--- src/rtl/gsc_pkg.sv ---
// Shared constants and types for the guest sleep controller.
// Assumes a 16-bit register word; the bit positions are behavioural and fixed.
package gsc_pkg;
    localparam int unsigned WAKE_BIT = 0;
    localparam int unsigned ACK_BIT  = 1;

    // Which register a bus address decodes to.
    typedef enum logic [1:0] {
        SEL_CTRL = 2'd0,
        SEL_MASK = 2'd1,
        SEL_NONE = 2'd2
    } reg_sel_e;
endpackage

--- src/rtl/gsc_edge_detect.sv ---
// Rising-edge detector for the guest sleep level.
// Assumes level_i is already synchronous to clk.
module gsc_edge_detect (
    input  logic clk,
    input  logic rst_n,
    input  logic level_i,
    output logic rise_o
);
    logic prev_q;

    // Remember the level from the previous cycle.
    always_ff @(posedge clk) begin
        if (!rst_n) prev_q <= 1'b0;
        else        prev_q <= level_i;
    end

    assign rise_o = level_i & ~prev_q;

    // a held level yields one rise only
    a_r2_single_rise: assert property (@(posedge clk) disable iff (!rst_n)
        rise_o |=> !rise_o);
endmodule

--- src/rtl/gsc_sleep_ctrl.sv ---
// Sleep status, interrupt enable and wake pulse logic.
// Assumes wr_i lasts one cycle per bus write and the bit inputs are valid with it.
// A sleep rise takes priority over a status clear on the same edge.
module gsc_sleep_ctrl (
    input  logic clk,
    input  logic rst_n,
    input  logic wr_i,
    input  logic wake_bit_i,
    input  logic ack_bit_i,
    input  logic ien_bit_i,
    input  logic sleep_rise_i,
    output logic status_o,
    output logic ien_o,
    output logic wake_o,
    output logic irq_o
);
    logic status_q;
    logic ien_q;
    logic wake_q;
    logic wake_req;

    assign wake_req = wr_i & wake_bit_i & ack_bit_i & status_q;

    // Update the status, enable and wake-pulse registers.
    always_ff @(posedge clk) begin
        if (!rst_n) begin
            status_q <= 1'b0;
            ien_q    <= 1'b0;
            wake_q   <= 1'b0;
        end else begin
            wake_q <= wake_req;
            if (wr_i) ien_q <= ien_bit_i;
            if (sleep_rise_i)         status_q <= 1'b1;
            else if (wr_i && ack_bit_i) status_q <= 1'b0;
        end
    end

    assign status_o = status_q;
    assign ien_o    = ien_q;
    assign wake_o   = wake_q;
    assign irq_o    = status_q & ien_q;

    // status only rises after a sleep edge
    a_r2_set_from_sleep: assert property (@(posedge clk) disable iff (!rst_n)
        $rose(status_q) |-> $past(sleep_rise_i));
    // a clear without a competing sleep edge leaves status at 0
    a_r4_ack_clears: assert property (@(posedge clk) disable iff (!rst_n)
        $past(wr_i && ack_bit_i && !sleep_rise_i) |-> !status_q);
    // a wake pulse needs a paired request on a pending status
    a_r5_wake_paired: assert property (@(posedge clk) disable iff (!rst_n)
        wake_o |-> $past(status_q && wr_i && wake_bit_i && ack_bit_i));
    // clearing the enable drops the interrupt
    a_r3_irq_drop: assert property (@(posedge clk) disable iff (!rst_n)
        $past(wr_i && !ien_bit_i) |-> !irq_o);
    // a sleep edge always leaves status set
    a_r9_set_wins: assert property (@(posedge clk) disable iff (!rst_n)
        sleep_rise_i |=> status_q);
endmodule

--- src/rtl/gsc_key_snap.sv ---
// Key-mask register and snapshot output.
// Assumes capture_i is a one-cycle strobe. The snapshot takes the register
// value held before the capturing edge.
module gsc_key_snap #(
    parameter int unsigned DATA_W = 16
) (
    input  logic              clk,
    input  logic              rst_n,
    input  logic              wr_i,
    input  logic [DATA_W-1:0] wdata_i,
    input  logic              capture_i,
    output logic [DATA_W-1:0] mask_o,
    output logic [DATA_W-1:0] keys_o
);
    logic [DATA_W-1:0] mask_q;
    logic [DATA_W-1:0] keys_q;

    // Host-writable mask register.
    always_ff @(posedge clk) begin
        if (!rst_n)    mask_q <= '0;
        else if (wr_i) mask_q <= wdata_i;
    end

    // Snapshot of the mask taken on a sleep edge.
    always_ff @(posedge clk) begin
        if (!rst_n)         keys_q <= '0;
        else if (capture_i) keys_q <= mask_q;
    end

    assign mask_o = mask_q;
    assign keys_o = keys_q;

    // output changes only on a capture
    a_r8_keys_hold: assert property (@(posedge clk) disable iff (!rst_n)
        !$past(capture_i) |-> $stable(keys_o));
    // a capture loads the previous register value
    a_r8_keys_load: assert property (@(posedge clk) disable iff (!rst_n)
        $past(capture_i) |-> (keys_o == $past(mask_q)));
endmodule

--- src/rtl/guest_sleep_ctrl.sv ---
// Top of the guest sleep and wake controller.
// Decodes the bus into a control/status register and a key-mask register
// and returns combinational read data. Assumes one write per cycle at most.
module guest_sleep_ctrl #(
    parameter int unsigned DATA_W = 16,
    parameter int unsigned ADDR_W = 2
) (
    input  logic              clk,
    input  logic              rst_n,
    input  logic              bus_sel,
    input  logic              bus_we,
    input  logic [ADDR_W-1:0] bus_addr,
    input  logic [DATA_W-1:0] bus_wdata,
    output logic [DATA_W-1:0] bus_rdata,
    input  logic              guest_sleep_i,
    output logic              guest_wake_o,
    output logic              host_irq_o,
    output logic [DATA_W-1:0] key_mask_o
);
    import gsc_pkg::*;

    localparam int unsigned IEN_BIT   = DATA_W - 1;
    localparam int unsigned CTRL_ADDR = 0;
    localparam int unsigned MASK_ADDR = 1;

    reg_sel_e          sel;
    logic              wr_ctrl;
    logic              wr_mask;
    logic              sleep_rise;
    logic              status;
    logic              ien;
    logic [DATA_W-1:0] mask_val;
    logic [DATA_W-1:0] ctrl_rd;

    // Map the bus address to a register.
    always_comb begin
        if (bus_addr == ADDR_W'(CTRL_ADDR))      sel = SEL_CTRL;
        else if (bus_addr == ADDR_W'(MASK_ADDR)) sel = SEL_MASK;
        else                                     sel = SEL_NONE;
    end

    assign wr_ctrl = bus_sel & bus_we & (sel == SEL_CTRL);
    assign wr_mask = bus_sel & bus_we & (sel == SEL_MASK);

    gsc_edge_detect u_edge (
        .clk     (clk),
        .rst_n   (rst_n),
        .level_i (guest_sleep_i),
        .rise_o  (sleep_rise)
    );

    gsc_sleep_ctrl u_ctrl (
        .clk          (clk),
        .rst_n        (rst_n),
        .wr_i         (wr_ctrl),
        .wake_bit_i   (bus_wdata[WAKE_BIT]),
        .ack_bit_i    (bus_wdata[ACK_BIT]),
        .ien_bit_i    (bus_wdata[IEN_BIT]),
        .sleep_rise_i (sleep_rise),
        .status_o     (status),
        .ien_o        (ien),
        .wake_o       (guest_wake_o),
        .irq_o        (host_irq_o)
    );

    gsc_key_snap #(.DATA_W(DATA_W)) u_keys (
        .clk       (clk),
        .rst_n     (rst_n),
        .wr_i      (wr_mask),
        .wdata_i   (bus_wdata),
        .capture_i (sleep_rise),
        .mask_o    (mask_val),
        .keys_o    (key_mask_o)
    );

    // Assemble the control word: only status and enable are readable.
    always_comb begin
        ctrl_rd          = '0;
        ctrl_rd[ACK_BIT] = status;
        ctrl_rd[IEN_BIT] = ien;
    end

    // Select read data for the addressed register.
    always_comb begin
        unique case (sel)
            SEL_CTRL: bus_rdata = ctrl_rd;
            SEL_MASK: bus_rdata = mask_val;
            default:  bus_rdata = '0;
        endcase
    end

    // write-only and unused control bits never read back
    a_r6_ctrl_zero_bits: assert property (@(posedge clk) disable iff (!rst_n)
        (sel == SEL_CTRL) |-> (bus_rdata[IEN_BIT-1:ACK_BIT+1] == '0 && !bus_rdata[WAKE_BIT]));
    // interrupt only while status is visible on the bus
    a_r3_irq_needs_status: assert property (@(posedge clk) disable iff (!rst_n)
        (host_irq_o && sel == SEL_CTRL) |-> (bus_rdata[ACK_BIT] && bus_rdata[IEN_BIT]));
endmodule

--- config.mk ---
export PLATFORM = sky130hd
export DESIGN_NAME = guest_sleep_ctrl
export DESIGN_NICKNAME = d
export VERILOG_FILES = /design/src/rtl/gsc_pkg.sv /design/src/rtl/gsc_edge_detect.sv /design/src/rtl/gsc_sleep_ctrl.sv /design/src/rtl/gsc_key_snap.sv /design/src/rtl/guest_sleep_ctrl.sv
export SDC_FILE = /design/constraint.sdc
export NUM_CORES = 1
export LEC_CHECK = 0
export ABC_CLOCK_PERIOD_IN_PS = 1200
export BUFFER_PORTS_ARGS = -buffer_cell sky130_fd_sc_hd__clkbuf_2
export CORE_MARGIN = 4
export CORE_UTILIZATION = 48
export CTS_BUF_LIST = sky130_fd_sc_hd__clkbuf_16
export DETAILED_ROUTE_END_ITERATION = 16
export HOLD_SLACK_MARGIN = 0.1
export PLACE_DENSITY_LB_ADDON = 0.2
export SYNTH_ARGS = -nofsm -noshare
export SYNTH_HDL_FRONTEND = slang
export SYNTH_SLANG_ARGS = --single-unit
--- constraint.sdc ---
create_clock -name clk -period 1.2 [get_ports clk]
set_input_delay 0.18 -clock clk [delete_from_list [all_inputs] [get_ports clk]]
set_output_delay 0.18 -clock clk [all_outputs]
set_load 0.005 [all_outputs]
* Word level (Yosys, flattened, before mapping)
Index checks and enable logic that the tools add are counted.
** Operators by class
- Equality and inequality tests :: 2
- Mux-type cells :: 5
- Bitwise operators :: 9
- Reductions and logical operators :: 4
** Operators by type and width (count)
- $pmux 16 s2 :: 1
- $and 1x1->1 :: 8
- $eq 2x1->1 const B :: 2
- $logic_not 2->1 :: 2
- $mux 2 :: 2
- $mux 1 :: 2
- $reduce_bool 2->1 :: 1
- $logic_and 1x1->1 :: 1
- $not 1->1 :: 1
** Word-level totals
- Bits in registers :: 36
- Bits of input ports :: 23
- Output and inout bits :: 34
- Logic and storage cells :: 26

* Longest topological paths before layout
Gate-level depths: netlist of the first run.
- Depth after elaboration :: 8
- Mapped depth :: 5
- Depth with buffers taken out :: 3

* Cells and area by module
A second synthesis of the first run with hierarchy kept.
** Unflattened totals
- Cells, all modules :: 140
- Area total of the unflattened synthesis :: 1555.2 um^2
** By module, submodules not included
- gsc_key_snap :: times used 1, cells an instance 103, area an instance 1234.9 um^2, sequential area each 640.6 um^2
- guest_sleep_ctrl :: times used 1, cells an instance 23, area an instance 168.9 um^2, sequential area each 0.0 um^2
- gsc_sleep_ctrl :: times used 1, cells an instance 11, area an instance 111.4 um^2, sequential area each 60.1 um^2
- gsc_edge_detect :: times used 1, cells an instance 3, area an instance 40.0 um^2, sequential area each 20.0 um^2

* Least setup slack after synthesis of the first run
No wires, ideal clock.
- Path kind :: register to register
- Start :: register u_edge.prev_q
- End :: register u_keys.keys_q[10], in the netlist u_keys.keys_o[10]
- Setup time :: 116 ps
- Data arrival time :: 816 ps
- Data required time :: 1084 ps
- Setup slack :: 268 ps
- Stages on the path, launching flop included :: 6
- Buffers on the path :: 2
- Period minus slack after synthesis :: 932 ps
- Cells stage by stage :: dfxtp_1 > nand2b_1 > buf_4 > buf_4 > nand2_1 > a21boi_1
** On the way
- Word-level cells in the longest chain between the ends :: 2
** RTL lines
- from (decl) :: line gsc_edge_detect.sv:9 : logic prev_q;
- from (signal assigned) :: line gsc_edge_detect.sv:14 : else prev_q <= level_i;
- $not 1->1 :: line gsc_edge_detect.sv:17 : assign rise_o = level_i & ~prev_q;
- $and 1x1->1 :: line gsc_edge_detect.sv:17
- to (signal assigned) :: line gsc_key_snap.sv:27 : else if (capture_i) keys_q <= mask_q;
- to (decl) :: line gsc_key_snap.sv:16 : logic [DATA_W-1:0] keys_q;
No other way between the ends.
A chain may end at the register's enable or synchronous reset.

* Worst setup path in the final report of the first run
- Start :: register u_ctrl.status_q, in the netlist u_ctrl.status_o
- End :: output bus_rdata[1]
** On the way
- Word-level cells in the longest chain between the ends :: 1
** RTL lines
- from (decl) :: line gsc_sleep_ctrl.sv:17 : logic status_q;
- from (signal assigned) :: line gsc_sleep_ctrl.sv:27 : status_q <= 1'b0;
- from (signal assigned) :: line gsc_sleep_ctrl.sv:33 : if (sleep_rise_i) status_q <= 1'b1;
- from (signal assigned) :: line gsc_sleep_ctrl.sv:34 : else if (wr_i && ack_bit_i) status_q <= 1'b0;
- $pmux 16 s2 :: line guest_sleep_ctrl.sv:85 : unique case (sel)
- to (decl) :: line guest_sleep_ctrl.sv:14 : output logic [DATA_W-1:0] bus_rdata,
No other way between the ends.

==> summary.md, run 1 <==
| Metric | Value |
|---|---|
| Crit path capture type | output port |
| DR vias/cell | 4.61 |
| Leading cell type in the layout, fill and taps excluded | sky130_fd_sc_hd__clkbuf_2 |
| Static Leak | 0.905 nW |
| Core Footprint | just over 3000 um^2 |
| Max VDD drop | 1020 uV |
| Pint | 2.06 mW |
| Total length of routed wires | 3280 um |
| Cell variety after synth | 22 |
| Startpoint Class | flop |
| Maximum root-to-sink buffer count | 2 |
| Post-synth design cell area | 1590 um^2 |
| Die area | 4290 um^2 |
| Post-detailed-route count of antenna-violating nets | 0 |
| Post-route DRC violation count | 0 |
| DR pass1 iterations | 4 |
| Setup Fix Bufs, Post-CTS | 0 |
| Total inserted antenna cells | 0 |
| Via count | 1296 |
| Number of nets in the final layout | ~260 |
| Depth of the CTS H-tree | 2 |
| Number of antenna violations at the first check in global routing | 0 |
| CTS Sinks | 36 |
| Worst path max stage delay | 0.37 ns |
| RePlAce Congestion | 0.723 |
| Slew margin rel. | 0.842 |
| Final worst clock skew | 0.000682 ns |
| Average wire per standard cell | between 10 and 15 um |
| Crit path kind | reg2out |
| Sw Pwr | around 0.58 mW |
| Outcome | complete, no violations |
| Die Ht | 65.5 um |
| Vias in the first global route | 1152 |
| Final hold violation count | 0 |
| RSZ-0062 raised after global routing | no |
| Number of max-slew violations in the final report | 0 |
| Power density of the placed cells | 1290 nW/um^2 |
| Chip width | 65.5 um |
| Number of warnings printed during yosys synthesis | 0 |
| Max-cap check violation count | 0 |
| Post-detailed-placement half-perimeter wirelength | 2370 um |
| Proportion of synthesized chip area in sequential cells | 0.454 |
| Sum Neg Setup Slack | 0 ns |
| Remaining global-route overflow | 0 |
| Port bufs | 56 |
| Worst-case hold slack | 0.125 ns |
| Initial DRC Count | 66 |
| Slew of the pin with the lowest slew margin | 0.237 ns |
| Logic pwr share | 0.079 |
| Net switching fraction of the power | 0.219 |
| Clock Root Buffer | sky130_fd_sc_hd__clkbuf_16 |
| Cell Chain, Critical Path | mux2i_1 > nor2_1 > clkbuf_2 |
| Layout-stage area growth over the synthesis result | 28.7% |
| Global-route wire length before repair | 5320 um |
| Average footprint of a synthesized cell | 8.88 um^2 |
| Post-layout min period | between 1 and 1.5 ns |
| Clock transition at the register clock pins on the worst setup and hold paths after CTS | 0.05 ns |
| Maximum fanout encountered on the critical timing path | 4 |
| Global routing usage summed across all routing layers | 0.163 |
| Share of total power in the clock network | 0.454 |
| Number of standard cells after synthesis | 179 |
| Share of cells above drive strength 1 | 0.401 |
| Initial Utilization | 0.512 |
| Cell type of the slowest stage on the worst timing path | sky130_fd_sc_hd__dfxtp_1 |
| Later-pin clock latency in the skew report | between 0.2 and 0.3 ns |
| Crit path required time | 1.02 ns |
| Period Utilization, post-route | 0.938 |
| Max Clk Rate | 0.889 GHz |
| Synthesized net count | 202 |
| Site row count | 20 |
| Number of fill cells in the layout | 295 |
| Worst Hold Class | in2reg |
| TritonCTS clock tree | built |
| Maximum number of pins on one net before global-route repair | 38 |
| Ports | 57 |
| Data arrival time of the worst path | 0.95 ns |
| Number of buffers created by CTS | 5 |
| Commonest cells after routing, fill and taps aside | sky130_fd_sc_hd__clkbuf_2 (56), sky130_fd_sc_hd__nand2_1 (50), sky130_fd_sc_hd__dfxtp_1 (35) |
| Seq cells post-synth | 36 |
| Part of the power in registers | 0.467 |
| Number of endpoints failing setup at the final stage | 0 |
-- area by class of cell --
class                      count  area (um^2)  share of cell area
multi-input combinational    129          763               0.373
sequential                    36          722               0.353
timing repair buffer          64          365               0.179
tap                           44         55.1              0.0269
clock inverter                 3         13.8             0.00673
clock buffer                   5          125              0.0612
-- final timing paths --
kind / from / cells past startpoint / to / slack (ns)
worst max-delay path: u_ctrl.status_o$_SDFFE_PN0P_ / 3 / bus_rdata[1] / 0.07
worst min-delay path: bus_wdata[1] / 2 / u_ctrl.status_o$_SDFFE_PN0P_ / 0.13
worst max register to register: u_edge.prev_q$_SDFF_PN0_ / 4 / u_keys.keys_o[7]$_SDFFE_PN0P_ / 0.27
worst min register to register: u_keys.keys_o[3]$_SDFFE_PN0P_ / 2 / u_keys.keys_o[3]$_SDFFE_PN0P_ / 0.45
-- layer usage --
| layer | global-route usage | up-vias | routed length [um] |
|---|---|---|---|
| li1 | - | 706 | - |
| met1 | 0.198 | 551 | 1520 |
| met2 | 0.263 | 35 | 1500 |
| met5 | 0 | - | 0 |
| met3 | 0.0615 | 4 | 221 |
| met4 | 0.0544 | 0 | 37 |
-- synthesized netlist by cell type --
cell	n	area share
sky130_fd_sc_hd__nand2_1	50	0.12
sky130_fd_sc_hd__dfxtp_1	36	0.45
sky130_fd_sc_hd__and2_1	16	0.063
sky130_fd_sc_hd__o21ai_2	16	0.088
sky130_fd_sc_hd__nand3_1	14	0.044
sky130_fd_sc_hd__a21boi_1	10	0.047
sky130_fd_sc_hd__a21boi_0	6	0.028
sky130_fd_sc_hd__buf_4	5	0.024
sky130_fd_sc_hd__buf_6	4	0.028
sky130_fd_sc_hd__nand3_2	4	0.025
sky130_fd_sc_hd__buf_2	3	0.0094
sky130_fd_sc_hd__nor2_1	3	0.0071
sky130_fd_sc_hd__clkbuf_1	2	0.0047
sky130_fd_sc_hd__mux2i_1	2	0.013
sky130_fd_sc_hd__a31oi_1	1	0.0039
sky130_fd_sc_hd__and2b_2	1	0.0055
sky130_fd_sc_hd__and4bb_2	1	0.0079
sky130_fd_sc_hd__nand2b_1	1	0.0039
sky130_fd_sc_hd__nand4b_4	1	0.015
sky130_fd_sc_hd__nor2b_1	1	0.0039
sky130_fd_sc_hd__o21ai_0	1	0.0031
sky130_fd_sc_hd__o21ai_1	1	0.0031
-- per-stage QoR --
stage	worst slack [ns]	util	total power [mW]	std cells	instance area, um^2
2_1_floorplan	0.268	-	1.39	179	1590
3_3_place_gp	0.0994	0.614	1.47	273	1900
3_5_place_dp	0.0837	0.614	1.47	273	1900
4_1_cts	0.0456	0.658	2.67	281	2040
5_1_grt	0.00256	0.659	2.77	281	2040
6_report	0.0748	0.659	2.64	281	2040
-- flip-flops by register name, summed over array words and instances (netlist names) --
register	count
u_ctrl.status_o	1
u_ctrl.wake_o	1
u_edge.prev_q	1
u_ctrl.ien_o	1
u_keys.mask_o	16
u_keys.keys_o	16
-- power groups by stage --
stage / clock, mW / combinational [mW] / sequential [mW]
floorplan: 0 / 0.132 / 1.25
global placement: 0 / 0.211 / 1.26
detailed placement: 0 / 0.211 / 1.26
CTS: 1.23 / 0.212 / 1.23
global route: 1.30 / 0.231 / 1.23
finish: 1.20 / 0.209 / 1.23
-- worst max-delay path, delay by kind of cell (launching register included) --
kind | cells | cell delay (ns)
buffers and inverters | 1 | 0.12
and+or+nand+nor | 1 | 0.10
DFF | 1 | 0.37
muxes | 1 | 0.09
-- repair_timing --
item                       in CTS  in global routing
setup endpoints to repair       0                  1
hold buffers                    0                  0
hold endpoints to repair        0                  0
resized for setup               0                  1
-- cell families (layout without fill, tap and decap cells) --
group	count (synthesis)	after routing	synth area share
mux	2	2	0.0126
compound gates	35	35	0.174
flops	36	36	0.454
buf+inv	14	72	0.0661
simple gates	92	92	0.294
Note: power is estimated with default switching activity, not from simulation.
==> run 2: changes to the inputs <==
Settings changed: PLACE_DENSITY_LB_ADDON 0.2 to 0.15.
==> run 2 against run 1 <==
  * Wire length down 0.58%
  * Fmax rose by 0.14%
  * Hold slack improved by 0.0055 ns
  * Cell area grew 0.73%
  * Non-clock buffer count grew 2
  * Via count increased by 5.2%
  * Clock skew up 0.0033 ns
  * Combinational power grew 4%
  * Die area unchanged
  * Critical path depth did not move
  * Worst setup slack gained 0.0016 ns
  * Critical path type unchanged
  * Highest routed layer unchanged
==> summary.md, run 2 (synthesized netlist as in run 1, its figures left out) <==
| Metric | Value |
|---|---|
| Site row count | 20 |
| TritonCTS clock tree | built |
| Critical Path Start | u_keys.mask_o[15]$_SDFFE_PN0P_ |
| Initial Utilization | 0.512 |
| Number of endpoints failing setup at the final stage | 0 |
| Layout-stage area growth over the synthesis result | 29.6% |
| Max-cap check violation count | 0 |
| Final hold violation count | 0 |
| Slew of the pin with the lowest slew margin | 0.406 ns |
| Static Leak | 0.909 nW |
| Slew margin rel. | 0.729 |
| DR vias/cell | just under 5 |
| Maximum number of pins on one net before global-route repair | 27 |
| Non-filler instance count after layout | 280 |
| Worst Hold Class | in2reg |
| Endpoint of the worst-slack reg-to-reg timing path | u_ctrl.status_o$_SDFFE_PN0P_ |
| Vias in the first global route | 1317 |
| Crit path required time | 1.02 ns |
| Number of max-slew violations in the final report | 0 |
| Sum Neg Setup Slack | 0 ns |
| Origin of the critical flop-to-flop path | u_edge.prev_q$_SDFF_PN0_ |
| Number of buffers created by CTS | 5 |
| Crit path capture type | output port |
| Number of nets in the final layout | 261 |
| CP endpoint | bus_rdata[15] |
| Chip width | roughly 66 um |
| Port bufs | 56 |
| FF-to-FF setup slack | 0.23 ns |
| Number of antenna violations at the first check in global routing | 0 |
| Post-route DRC violation count | 0 |
| Core Footprint | 3100 um^2 |
| Post-detailed-placement half-perimeter wirelength | 2500 um |
| Average wire per standard cell | ~12 um |
| Setup Fix Bufs, Post-CTS | 0 |
| Placed Cells | 275 |
| Period Utilization, post-route | 0.936 |
| Data arrival time of the worst path | 0.94 ns |
| CTS Sinks | 36 |
| Total inserted antenna cells | 0 |
| Via count | 1364 |
| Final worst clock skew | 0.00398 ns |
| Global routing usage summed across all routing layers | 0.173 |
| Max Clk Rate | 0.890 GHz |
| Remaining global-route overflow | 0 |
| Global-route wire length before repair | between 5000 and 6000 um |
| Outcome | complete, no violations |
| Post-detailed-route count of antenna-violating nets | 0 |
| Clock Root Buffer | sky130_fd_sc_hd__clkbuf_16 |
| RSZ-0062 raised after global routing | no |
| Share of cells above drive strength 1 | 0.407 |
| Clock transition at the register clock pins on the worst setup and hold paths after CTS | 0.05 ns |
| Leading cell type in the layout, fill and taps excluded | sky130_fd_sc_hd__clkbuf_2 |
| Cells on worst reg2reg path | 4 |
| Max VDD drop | 945 uV |
| Commonest cells after routing, fill and taps aside | sky130_fd_sc_hd__clkbuf_2 (56), sky130_fd_sc_hd__nand2_1 (50), sky130_fd_sc_hd__dfxtp_1 (34) |
| RePlAce Congestion | about 0.74 |
| Post-layout min period | 1.12 ns |
| Power density of the placed cells | 1260 nW/um^2 |
| Die Ht | 65.5 um |
| Initial DRC Count | between 70 and 80 |
| Share of the core filled with cells in the final layout | 0.664 |
| Ports | 57 |
| Crit path kind | reg2out |
| Die area | ~4300 um^2 |
| Maximum root-to-sink buffer count | 2 |
| Total length of routed wires | 3260 um |
| DR pass1 iterations | 4 |
| Depth of the CTS H-tree | 2 |
| Later-pin clock latency in the skew report | 0.27 ns |
| Maximum fanout encountered on the critical timing path | 3 |
| Startpoint Class | flop |
run 2: area by class of cell:
| type | instances | area [um^2] |
|---|---|---|
| sequential | 36 | 723 |
| timing repair buffer | 66 | 393 |
| clock buffer | 5 | 125 |
| tap | 44 | 55.1 |
| fill | 296 | 1040 |
| multi-input combinational | 129 | 763 |
run 2: worst min-delay path by stage:
stage	startpoint	end	slack (ns)	depth (start not counted)
after CTS	bus_wdata[12]	u_keys.mask_o[12]$_SDFFE_PN0P_	0.13	3
final	bus_wdata[12]	u_keys.mask_o[12]$_SDFFE_PN0P_	0.13	3
after floorplan	bus_wdata[1]	u_ctrl.status_o$_SDFFE_PN0P_	0.28	1
after global routing	bus_wdata[14]	u_keys.mask_o[14]$_SDFFE_PN0P_	0.14	3
after global placement	bus_wdata[13]	u_keys.mask_o[13]$_SDFFE_PN0P_	0.41	3
after detailed placement	bus_wdata[1]	u_ctrl.status_o$_SDFFE_PN0P_	0.41	2
run 2: routing by layer:
metal / global-route usage / share of wire
met5: 0 / 0
met4: 0.0777 / 0.016
met3: 0.0496 / 0.067
met2: 0.298 / 0.49
met1: 0.197 / 0.42
run 2: critical path, stage by stage, from the launching register on:
cell	delay, ns
sky130_fd_sc_hd__dfxtp_1	0.37
sky130_fd_sc_hd__mux2i_1	0.09
sky130_fd_sc_hd__nor2_1	0.09
sky130_fd_sc_hd__clkbuf_2	0.12
run 2: through the flow:
stage	hold WS (ns)	worst slack, ns	total power [mW]	instance area [um^2]
floorplan	0.280	0.268	1.39	1590
global placement	0.409	0.109	1.47	1930
detailed placement	0.414	0.0877	1.48	1930
CTS	0.127	0.0645	2.63	2060
global route	0.135	0.00214	2.70	2060
finish	0.131	0.0764	2.60	2060
run 2: what timing repair did:
action | in CTS | in global routing
gates resized for setup | 0 | 2
hold buffers | 0 | 0
setup endpoints to repair | 0 | 1
run 2: where the power goes:
part / switching (mW) / internal (mW) / total [mW]
combinational: 0.117 / 0.101 / 0.218
sequential: 0.0142 / 1.22 / 1.23
clock: 0.415 / 0.731 / 1.15
total: 0.546 / 2.05 / 2.60
==> run 3: changes to the inputs <==
--- a/config.mk
+++ b/config.mk
@@ -13,5 +13,5 @@
 export DETAILED_ROUTE_END_ITERATION = 16
 export HOLD_SLACK_MARGIN = 0.1
-export PLACE_DENSITY_LB_ADDON = 0.15
+export PLACE_DENSITY = 0.8
 export SYNTH_ARGS = -nofsm -noshare
 export SYNTH_HDL_FRONTEND = slang
==> constraint.sdc (replaced) <==
create_clock -name clk -period 1.2 [get_ports clk]
set_input_delay 0 -clock clk [delete_from_list [all_inputs] [get_ports clk]]
set_output_delay 0 -clock clk [all_outputs]
set_load 0.005 [all_outputs]
==> run 3 against run 2 <==
  * Global-route usage increased by 1.6 points
  * Via count increased by 4.3%
  * Largest power group unchanged
  * Critical path depth unchanged
  * Fmax decreased by 2.8%
  * Power increased by 2.9%
  * Sequential share of layout area decreased by 2.5 points
  * Sequential power about the same
  * Clock power increased by 3%
  * Critical path type is now reg2reg
  * Non-clock buffer count increased by 15
  * First-iteration DRC count decreased by 27%
  * Clock skew decreased by 0.0013 ns
  * Hold slack improved by 0.0031 ns
==> summary.md, run 3 (synthesized netlist as in run 1, its figures left out) <==
| Metric | Value |
|---|---|
| CTS Sinks | 36 |
| Data arrival time of the worst path | ~1.4 ns |
| Via count | roughly 1400 |
| Cell type of the slowest stage on the worst timing path | sky130_fd_sc_hd__dlygate4sd3_1 |
| Initial Utilization | 0.512 |
| Clock transition at the register clock pins on the worst setup and hold paths after CTS | approximately 0.050 ns |
| Depth of the CTS H-tree | 2 |
| RePlAce Congestion | 0.795 |
| Ports | 57 |
| Die Ht | 65.5 um |
| Maximum number of pins on one net before global-route repair | 26 |
| Non-filler instance count after layout | 298 |
| Core Footprint | 3100 um^2 |
| Static Leak | 0.981 nW |
| Slew of the pin with the lowest slew margin | ~0.44 ns |
| Number of antenna violations at the first check in global routing | 0 |
| Crit path kind | reg2reg |
| Power density of the placed cells | 1210 nW/um^2 |
| TritonCTS clock tree | built |
| Later-pin clock latency in the skew report | about 0.28 ns |
| Number of nets in the final layout | 276 |
| Number of fill cells in the layout | 250 |
| Slew margin rel. | 0.706 |
| Post-layout min period | 1.16 ns |
| Max VDD drop | ~690 uV |
| Clock Root Buffer | sky130_fd_sc_hd__clkbuf_16 |
| Max Clk Rate | 0.865 GHz |
| Number of buffers created by CTS | 5 |
| Sum Neg Setup Slack | 0 ns |
| Post-detailed-route count of antenna-violating nets | 0 |
| Post-detailed-placement half-perimeter wirelength | 2610 um |
| Maximum root-to-sink buffer count | 2 |
| Setup Fix Bufs, Post-CTS | 0 |
| Worst path max stage delay | between 0.5 and 0.6 ns |
| Final worst clock skew | 0.00265 ns |
| Final hold violation count | 0 |
| DR pass1 iterations | 4 |
| Vias in the first global route | 1351 |
| Global-route wire length before repair | 6150 um |
| Leading cell type in the layout, fill and taps excluded | sky130_fd_sc_hd__clkbuf_2 |
| Outcome | complete, no violations |
| Remaining global-route overflow | 0 |
| Port bufs | 56 |
| Crit path required time | 1.42 ns |
| Die area | 4290 um^2 |
| Total inserted antenna cells | 0 |
| Chip width | around 66 um |
| Site row count | 20 |
| Initial DRC Count | 58 |
| Bufs and invs on worst path | 1 |
| Worst Hold Class | in2reg |
| Top delay family on crit path | buffers and inverters |
| Post-route DRC violation count | 0 |
| Max-cap check violation count | 0 |
| DR vias/cell | 4.78 |
| Number of endpoints failing setup at the final stage | 0 |
| Number of max-slew violations in the final report | 0 |
| Global routing usage summed across all routing layers | 0.189 |
| Commonest cells after routing, fill and taps aside | sky130_fd_sc_hd__clkbuf_2 (56), sky130_fd_sc_hd__nand2_1 (50), sky130_fd_sc_hd__dfxtp_1 (35) |
| Placed Cells | 272 |
| Power after layout | roughly 2.7 mW |
| Crit path capture type | flop |
| Cell Chain, Critical Path | nand3_1 > nor2_1 > dlygate4sd3_1 |
| Share of cells above drive strength 1 | 0.362 |
| RSZ-0062 raised after global routing | no |
| Total length of routed wires | 3670 um |
| Period Utilization, post-route | 0.964 |
| Average wire per standard cell | around 12 um |
| Startpoint Class | flop |
| Maximum fanout encountered on the critical timing path | 4 |
| Layout-stage area growth over the synthesis result | 39.4% |
[run 3: worst register-to-register path: stages, from the launching register on]
cell and delay, ns:
sky130_fd_sc_hd__dfxtp_2 0.37, sky130_fd_sc_hd__nand3_1 0.08, sky130_fd_sc_hd__nor2_1 0.09, sky130_fd_sc_hd__dlygate4sd3_1 0.56
[run 3: final timing paths]
| kind | startpoint | endpoint | slack [ns] | depth (start not counted) |
|---|---|---|---|---|
| setup / recovery | u_ctrl.status_o$_SDFFE_PN0P_ | u_ctrl.wake_o$_SDFF_PN0_ | 0.04 | 3 |
| hold / removal | bus_sel | u_keys.mask_o[14]$_SDFFE_PN0P_ | 0.13 | 3 |
| setup reg to reg | u_ctrl.status_o$_SDFFE_PN0P_ | u_ctrl.wake_o$_SDFF_PN0_ | 0.04 | 3 |
| hold reg to reg | u_keys.keys_o[2]$_SDFFE_PN0P_ | u_keys.keys_o[2]$_SDFFE_PN0P_ | 0.45 | 2 |
[run 3: cell type report]
| cell class | count | area, um^2 | area share |
|---|---|---|---|
| Tap cell | 44 | 55.1 | 0.0249 |
| Clock inverter | 3 | 11.3 | 0.00508 |
| Timing Repair Buffer | 81 | 538 | 0.243 |
| Sequential cell | 36 | 722 | 0.326 |
| Multi-Input combinational cell | 129 | 763 | 0.345 |
| Clock buffer | 5 | 125 | 0.0565 |
[run 3: through the flow]
stage	instance area, um^2	utilization	hold WS [ns]	worst slack [ns]
final	2210	0.714	0.134	0.0437
after global routing	2210	0.714	0.161	0.00153
after CTS	2210	0.713	0.133	0.0298
after detailed placement	1900	0.611	0.235	0.219
after global placement	1900	0.611	0.236	0.270
after floorplan	1590	-	0.0311	0.268
[run 3: timing repair]
item,CTS,global route
resized for setup,0,1
hold endpoints to repair,20,0
hold buffers,18,0
setup endpoints to repair,0,1
[run 3: metal layers]
metal  GRT usage  wire [um]  up-vias
met5           0          0        -
met1       0.231       1670      637
met3      0.0581        178        6
li1            -          -      748
met2       0.307       1760       32
met4      0.0803         62        0
[run 3: report_power, final]
part | switching, mW | leakage, nW | total (mW) | internal (mW)
logic | 0.122 | 0.615 | 0.249 | 0.127
registers | 0.0172 | 0.292 | 1.24 | 1.22
clock network | 0.443 | 0.0738 | 1.19 | 0.745
total | 0.582 | 0.981 | 2.67 | 2.09
